File: src/rtl/cpf_pkg.sv
`timescale 1ns/1ps
package cpf_pkg;
    typedef enum logic [3:0] {
        CC_EQ = 4'd0,  CC_NE = 4'd1,  CC_HS = 4'd2,  CC_LO = 4'd3,
        CC_MI = 4'd4,  CC_PL = 4'd5,  CC_VS = 4'd6,  CC_VC = 4'd7,
        CC_HI = 4'd8,  CC_LS = 4'd9,  CC_GE = 4'd10, CC_LT = 4'd11,
        CC_GT = 4'd12, CC_LE = 4'd13, CC_AL = 4'd14, CC_NV = 4'd15
    } cc_e;

    typedef enum logic {
        OP_ADD = 1'b0,
        OP_SUB = 1'b1
    } op_cls_e;

    typedef struct packed {
        logic n;
        logic z;
        logic c;
        logic v;
    } flags_t;
endpackage

File: src/rtl/cpf_flag_gen.sv
`timescale 1ns/1ps
module cpf_flag_gen
    import cpf_pkg::*;
#(
    parameter int DATA_W = 32
) (
    input  logic [DATA_W-1:0] result,
    input  logic              carry_in,
    input  logic              a_sign,
    input  logic              b_sign,
    input  op_cls_e           op_cls,
    output flags_t            nxt
);
    localparam int MSB = DATA_W - 1;

    logic r_sign;
    logic ovf;

    assign r_sign = result[MSB];

    always_comb begin
        unique case (op_cls)
            OP_ADD: ovf = (a_sign == b_sign) && (r_sign != a_sign);
            OP_SUB: ovf = (a_sign != b_sign) && (r_sign != a_sign);
            default: ovf = 1'b0;
        endcase
    end

    always_comb begin
        nxt.n = r_sign;
        nxt.z = (result == '0);
        nxt.c = carry_in;
        nxt.v = ovf;
    end
endmodule

File: src/rtl/cpf_flag_reg.sv
`timescale 1ns/1ps
module cpf_flag_reg
    import cpf_pkg::*;
(
    input  logic   clk,
    input  logic   rst_n,
    input  logic   upd,
    input  flags_t nxt,
    output flags_t cur
);
    always_ff @(posedge clk or negedge rst_n) begin
        if (!rst_n) begin
            cur <= '0;
        end else if (upd) begin
            cur <= nxt;
        end
    end

    assert_flag_hold_R6: assert property (@(posedge clk) disable iff (!rst_n)
        !upd |=> $stable(cur));
    assert_flag_load_R2: assert property (@(posedge clk) disable iff (!rst_n)
        upd |=> (cur.n == $past(nxt.n)) && (cur.z == $past(nxt.z)));
endmodule

File: src/rtl/cpf_cond_eval.sv
`timescale 1ns/1ps
module cpf_cond_eval
    import cpf_pkg::*;
(
    input  flags_t     fl,
    input  logic [3:0] code,
    output logic       pass
);
    cc_e  cc;
    logic sgn_ge;
    logic uns_hi;

    assign cc     = cc_e'(code);
    assign sgn_ge = (fl.n == fl.v);
    assign uns_hi = fl.c && !fl.z;

    always_comb begin
        unique case (cc)
            CC_EQ: pass = fl.z;
            CC_NE: pass = !fl.z;
            CC_HS: pass = fl.c;
            CC_LO: pass = !fl.c;
            CC_MI: pass = fl.n;
            CC_PL: pass = !fl.n;
            CC_VS: pass = fl.v;
            CC_VC: pass = !fl.v;
            CC_HI: pass = uns_hi;
            CC_LS: pass = !uns_hi;
            CC_GE: pass = sgn_ge;
            CC_LT: pass = !sgn_ge;
            CC_GT: pass = !fl.z && sgn_ge;
            CC_LE: pass = fl.z || !sgn_ge;
            CC_AL: pass = 1'b1;
            CC_NV: pass = 1'b0;
            default: pass = 1'b0;
        endcase
    end
endmodule

File: src/rtl/cpf_unit.sv
`timescale 1ns/1ps
module cpf_unit
    import cpf_pkg::*;
#(
    parameter int DATA_W = 32
) (
    input  logic              clk,
    input  logic              rst_n,
    input  logic [DATA_W-1:0] alu_result,
    input  logic              alu_carry,
    input  logic              src_a_sign,
    input  logic              src_b_sign,
    input  logic              op_is_sub,
    input  logic              set_flags,
    input  logic [3:0]        cond_code,
    output logic              flag_n,
    output logic              flag_z,
    output logic              flag_c,
    output logic              flag_v,
    output logic              cond_pass
);
    flags_t nxt_flags;
    flags_t cur_flags;

    cpf_flag_gen #(.DATA_W(DATA_W)) gen_i (
        .result   (alu_result),
        .carry_in (alu_carry),
        .a_sign   (src_a_sign),
        .b_sign   (src_b_sign),
        .op_cls   (op_cls_e'(op_is_sub)),
        .nxt      (nxt_flags)
    );

    cpf_flag_reg reg_i (
        .clk   (clk),
        .rst_n (rst_n),
        .upd   (set_flags),
        .nxt   (nxt_flags),
        .cur   (cur_flags)
    );

    cpf_cond_eval eval_i (
        .fl   (cur_flags),
        .code (cond_code),
        .pass (cond_pass)
    );

    assign flag_n = cur_flags.n;
    assign flag_z = cur_flags.z;
    assign flag_c = cur_flags.c;
    assign flag_v = cur_flags.v;

    assert_carry_track_R3: assert property (@(posedge clk) disable iff (!rst_n)
        set_flags |=> flag_c == $past(alu_carry));
    assert_always_pass_R11: assert property (@(posedge clk) disable iff (!rst_n)
        (cond_code == 4'd14) |-> cond_pass);
    assert_never_pass_R11: assert property (@(posedge clk) disable iff (!rst_n)
        (cond_code == 4'd15) |-> !cond_pass);
    assert_zero_excl_R2: assert property (@(posedge clk) disable iff (!rst_n)
        flag_z |-> !flag_n);
endmodule

File: config.mk
export PLATFORM = sky130hd
export DESIGN_NAME = cpf_unit
export DESIGN_NICKNAME = d
export VERILOG_FILES = /design/src/rtl/cpf_pkg.sv /design/src/rtl/cpf_flag_gen.sv /design/src/rtl/cpf_flag_reg.sv /design/src/rtl/cpf_cond_eval.sv /design/src/rtl/cpf_unit.sv
export SDC_FILE = /design/constraint.sdc
export NUM_CORES = 1
export LEC_CHECK = 0
export ABC_CLOCK_PERIOD_IN_PS = 1860
export BUFFER_PORTS_ARGS = -buffer_cell sky130_fd_sc_hd__buf_4
export CELL_PAD_IN_SITES_DETAIL_PLACEMENT = 1
export CELL_PAD_IN_SITES_GLOBAL_PLACEMENT = 2
export CORE_MARGIN = 4
export CORE_UTILIZATION = 14
export DETAILED_ROUTE_END_ITERATION = 7
export GPL_TIMING_DRIVEN = 0
export PLACE_DENSITY_LB_ADDON = 0.1
export SLEW_MARGIN = 20
export SYNTH_ARGS = -nofsm -noshare
export SYNTH_HDL_FRONTEND = slang
export SYNTH_SLANG_ARGS = --single-unit
export TNS_END_PERCENT = 20
File: constraint.sdc
create_clock -name clk -period 1.86 [get_ports clk]
set_input_delay 0.372 -clock clk [delete_from_list [all_inputs] [get_ports clk]]
set_output_delay 0.372 -clock clk [all_outputs]
set_load 0.01 [all_outputs]
Word level (Yosys, flattened, before mapping)
Cells that the tools add are included.
Cells by class
  muxes and demuxes: 2
  reduce and logical (&&, ||, !) cells: 13
  bitwise gates (word level): 1
  eq/ne operators: 19
Operators with widths (number)
  4-bit == test, second input constant: 8
  32-bit zero test: 1
  4-bit by 3-bit == test with 1-bit output, second input constant: 4
  1-bit one-hot mux with 16 select lines: 1
  4-bit by 2-bit == test with 1-bit output, second input constant: 2
  1-bit zero test: 6
  4-bit by 1-bit == test with 1-bit output, second input constant: 1
  1-bit logical AND: 4
  4-bit zero test: 1
  1-bit == test: 2
  1-bit inequality test: 2
  1-bit one-hot mux with 2 select lines: 1
  1-bit logical OR: 1
  1-bit inverter: 1
Word-level totals
  input port bits: 43
  register bits after elaboration: 4
  logic and storage cells: 39
  output and inout port bits: 5

Logic depth before layout (Yosys ltp)
  depth in word-level cells: 4
  depth in mapped cells: 6
  gate-level depth less buffers: 5

Cells and area by module
From an unflattened synthesis, not the netlist that was laid out.
Unflattened totals
  cell total of the unflattened synthesis: 56
  area, all modules: 461.7 µm²
By module, submodules not included
  cpf_cond_eval: seq. area each 0.0 µm², cells an instance 30, area each 192.7 µm², times used 1
  cpf_flag_reg: seq. area each 100.1 µm², cells an instance 8, area each 145.1 µm², times used 1
  cpf_flag_gen: seq. area each 0.0 µm², cells an instance 18, area each 123.9 µm², times used 1

Worst setup path before layout
No wires, ideal clock.
  path kind: reg2out
  start: register reg_i.cur[0] in the netlist's numbering
  end: output cond_pass
  required time: 1.488 ns
  arrival: 1.331 ns
  path slack: 0.157 ns
  cell stages (with the launch flop): 6
  path buffers: 0
  cell sequence: dfrtp_1 -> mux2_4 -> o21ai_2 -> a31oi_1 -> or2_0 -> a22o_1
Between the ends
  word-level cells in the longest chain between the ends: 4
  elaborated cells on any way between the ends: 6
  classes of those cells: 1 x eq/ne; 1 x mux; 4 x reduce/logical
RTL lines
  from (decl): RTL line cpf_flag_reg.sv:9  | output flags_t cur
  from (signal assigned): RTL line cpf_flag_reg.sv:15  | cur <= nxt;
  1-bit == test: RTL line cpf_cond_eval.sv:14  | assign sgn_ge = (fl.n == fl.v);
  1-bit zero test: RTL line cpf_cond_eval.sv:30, cpf_cond_eval.sv:32
  1-bit logical OR: RTL line cpf_cond_eval.sv:32  | CC_LE: pass = fl.z || !sgn_ge;
  1-bit one-hot mux with 16 select lines (*): RTL line cpf_cond_eval.sv:18  | unique case (cc)
  to (decl): RTL line cpf_unit.sv:20  | output logic cond_pass
Every way passes the cells marked *; elsewhere a longest branch is shown, timed or not.

Worst setup path after layout
Same ends and word-level chain as after synthesis.

==> flow_metrics.env <==
export IMPL_antenna_cells=0
export IMPL_path_max_fanout=4
export IMPL_antenna_found_initial=0
export IMPL_area_growth_synth_to_final_pct=111.7
export IMPL_setup_violations=1
export IMPL_nNetsFinal=146
export IMPL_fp_row_count=19
export IMPL_tritoncts="built"
export IMPL_postSynthCellCount=50
export IMPL_overflow=0
export IMPL_vias_per_cell=4.508
export IMPL_synth_edff_count=0
export IMPL_pre_cts_ws_ns=-0.02529
export IMPL_top_register="reg_i.cur"
export IMPL_ant_nets=0
export IMPL_drv_slew=0
export IMPL_grt_start_max_net_pins=9
export IMPL_fmax_mhz=496.7
export IMPL_synth_most_common_cell="nor2_1"
export IMPL_die_w_um=61.98
export IMPL_routabilityCongestion=0.6447
export IMPL_post_route_drc_count=0
export IMPL_cts_sinks=4
export IMPL_power_per_cell_area_nw_per_um2=459.0
export IMPL_hold_class="primary input to flip-flop"
export IMPL_dp_hpwl_um=1463
export IMPL_design_area_um2=863.3
export IMPL_drv_cap=0
export IMPL_numCtsBuffers=3
export IMPL_ys_types=27
export IMPL_sw_frac_of_total_pct=28.45
export IMPL_synth_area_per_cell_um2=8.158
export IMPL_hold_depth=2
export IMPL_endpoint_kind="primary output"
export IMPL_synth_seq_cells=4
export IMPL_p_switching_uw=112.7
export IMPL_track_usage_pct=9.532
export IMPL_drtIter0Drc=13
export IMPL_finalHoldViolations=0
export IMPL_fin_setup_tns_ns=-0.1533
export IMPL_irDropWorstVdd_v=0.0002368
export IMPL_grt_util_met1_pct=10.23
export IMPL_grt_first_pass_wirelength_um=2608
export IMPL_yosys_top_cells_area="dfrtp_1 (25%), nor4_1 (9.2%), nor2_1 (6.4%), mux2_2 (5.5%), xnor2_1 (4.3%)"
export IMPL_p_total_uw=396.3
export IMPL_start_kind="flip-flop"
export IMPL_yosysTopAreaCellShare_pct=24.54
export IMPL_yosys_area_top_type="dfrtp_1"
export IMPL_comb_power_share_pct=45.4
export IMPL_violations="setup timing"
export IMPL_first_global_vias=616
export IMPL_total_leakage_power_uw=0.0003924
export IMPL_grt_busiest_layer="met2"
export IMPL_vias=595
export IMPL_power_clock_fraction_pct=27.8
export IMPL_core_um2=2781
export IMPL_ys_top_cells_by_count="nor2_1 (7), nor4_1 (6), dfrtp_1 (4)"
export IMPL_drive_gt1_share_pct=62.38
export IMPL_timing_final_crit_period_ns=2.013
export IMPL_async_flop_share_pct=100.0
export IMPL_clk_latency_ns=0.23
export IMPL_syn_area_um2=407.9
export IMPL_finalNonFillerCells=132
export IMPL_worstRegToRegCells=1
export IMPL_placed_cell_area_um2=792.0
export IMPL_crit_arrival_ns=1.64
export IMPL_pin_count=48
export IMPL_ff2ff_setup_slack_ns=1.03
export IMPL_clock_skew_ns=0
export IMPL_p_int_uw=283.5
export IMPL_ys_flop_type="dfrtp_1"
export IMPL_cts_root_buf="clkbuf_4"
export IMPL_start_util_pct=14.66
export IMPL_max_slew_worst_pin_slew_ns=0.2644
export IMPL_yosysSeqAreaShare_pct=24.54
export IMPL_fillCellCount=349
export IMPL_reg_top3="reg_i.cur: 4 flops"
export IMPL_first_pass_iters=3
export IMPL_postRouteWirelength_um=1702
export IMPL_p_seq_share_pct=26.8
export IMPL_crit_type="flip-flop to primary output"
export IMPL_rsz0062_at_grt="yes"
export IMPL_wl_per_cell_um=12.89
export IMPL_status="complete, but fails checks"
export IMPL_port_buffer_count=46
export IMPL_timing_final_ws_setup_ns=-0.1533
export IMPL_crit_required_ns=1.49
export IMPL_die_area_um2=3841
export IMPL_clk_pin_slew_ns=0.04
export IMPL_syn_nets=93
export IMPL_dp_cells=127
export IMPL_yosys_warnings=0
export IMPL_largest_reg_flops=4
export IMPL_cts_buffer_depth=2
export IMPL_die_h_um=61.98
export IMPL_h_tree_depth=1
export IMPL_grt_met2_usage_pct=16.72
export IMPL_period_share_pct=108.2
export IMPL_met3_usage_pct=3.719
export IMPL_slew_headroom_pct=82.21
-- final timing paths --
path	startpoint	endpoint
setup reg to reg	reg_i.cur[3]	reg_i.cur[3]
hold reg to reg	reg_i.cur[3]	reg_i.cur[3]
max in group asynchronous	rst_n	reg_i.cur[0]
min in group asynchronous	rst_n	reg_i.cur[1]
hold / removal	set_flags	reg_i.cur[2]
setup / recovery	reg_i.cur[0]	cond_pass
-- cell type report --
cell class / instances / area (um^2) / share of cell area [%]
Sequential cell: 4 / 103.9 / 12.03
Multi-Input combinational cell: 42 / 309.0 / 35.80
Inverter: 3 / 11.26 / 1.304
Tap cell: 31 / 38.79 / 4.493
Buffer: 1 / 11.26 / 1.304
Timing Repair Buffer: 48 / 366.6 / 42.46
Clock buffer: 3 / 22.52 / 2.609
-- logic make-up (layout without fill, tap and decap cells) --
kind of cell	Yosys count	count (layout)	share of synthesized area, %
buffers and inverters	4	55	5.521
AND/OR/NAND/NOR	23	23	31.29
multiplexers	4	4	11.66
XOR/XNOR	3	3	6.443
flip-flops	4	4	24.54
AO/OA/AOI/OAI	12	12	20.55
-- layer usage --
| metal | part of all wire, % | vias up |
|---|---|---|
| met2 | 54 | 21 |
| met5 | 0 | - |
| li1 | - | 296 |
| met4 | 0.65 | 0 |
| met1 | 37 | 276 |
| met3 | 8.3 | 2 |
-- worst max-delay path, cell delays in order (launching register included) --
cell	delay, ns
dfrtp_2	0.42
mux2_4	0.32
o21ai_4	0.07
a31oi_2	0.11
xnor2_1	0.13
a22o_1	0.23
buf_6	0.12
-- stage by stage --
step	utilization [%]	hold slack, ns
2_1_floorplan	-	0.07641
3_3_place_gp	28.48	0.1700
3_5_place_dp	28.48	0.1717
4_1_cts	30.68	0.3394
5_1_grt	31.04	0.3486
6_report	31.04	0.3484
-- cell usage in the layout (no fill, tap or decap), types with 2 or more instances in the layout --
cell type	n
buf_4	46
nor2_1	7
nor4_1	6
inv_1	3
a21oi_1	3
clkbuf_4	3
dfrtp_2	3
buf_6	2
xnor2_1	2
nor3_1	2
mux2_2	2
nand4_1	2
-- power groups by stage --
stage | clock (uW) | sequential [uW] | combinational [uW]
floorplan | 0 | 107 | 63.6
global placement | 0 | 107 | 161
detailed placement | 0 | 107 | 164
CTS | 118 | 106 | 178
global route | 118 | 108 | 200
finish | 110 | 106 | 180
-- timing repair --
action / 4_1_cts / 5_1_grt
hold buffers: 1 / 0
cloned: 0 / 0
endpoints found under the hold margin: 4 / 0
resized for setup: 6 / 2
pin swaps: 1 / 0
setup buffers: 1 / 0
endpoints found under the setup margin: 1 / 1
Power figures use the tool's default switching activity.
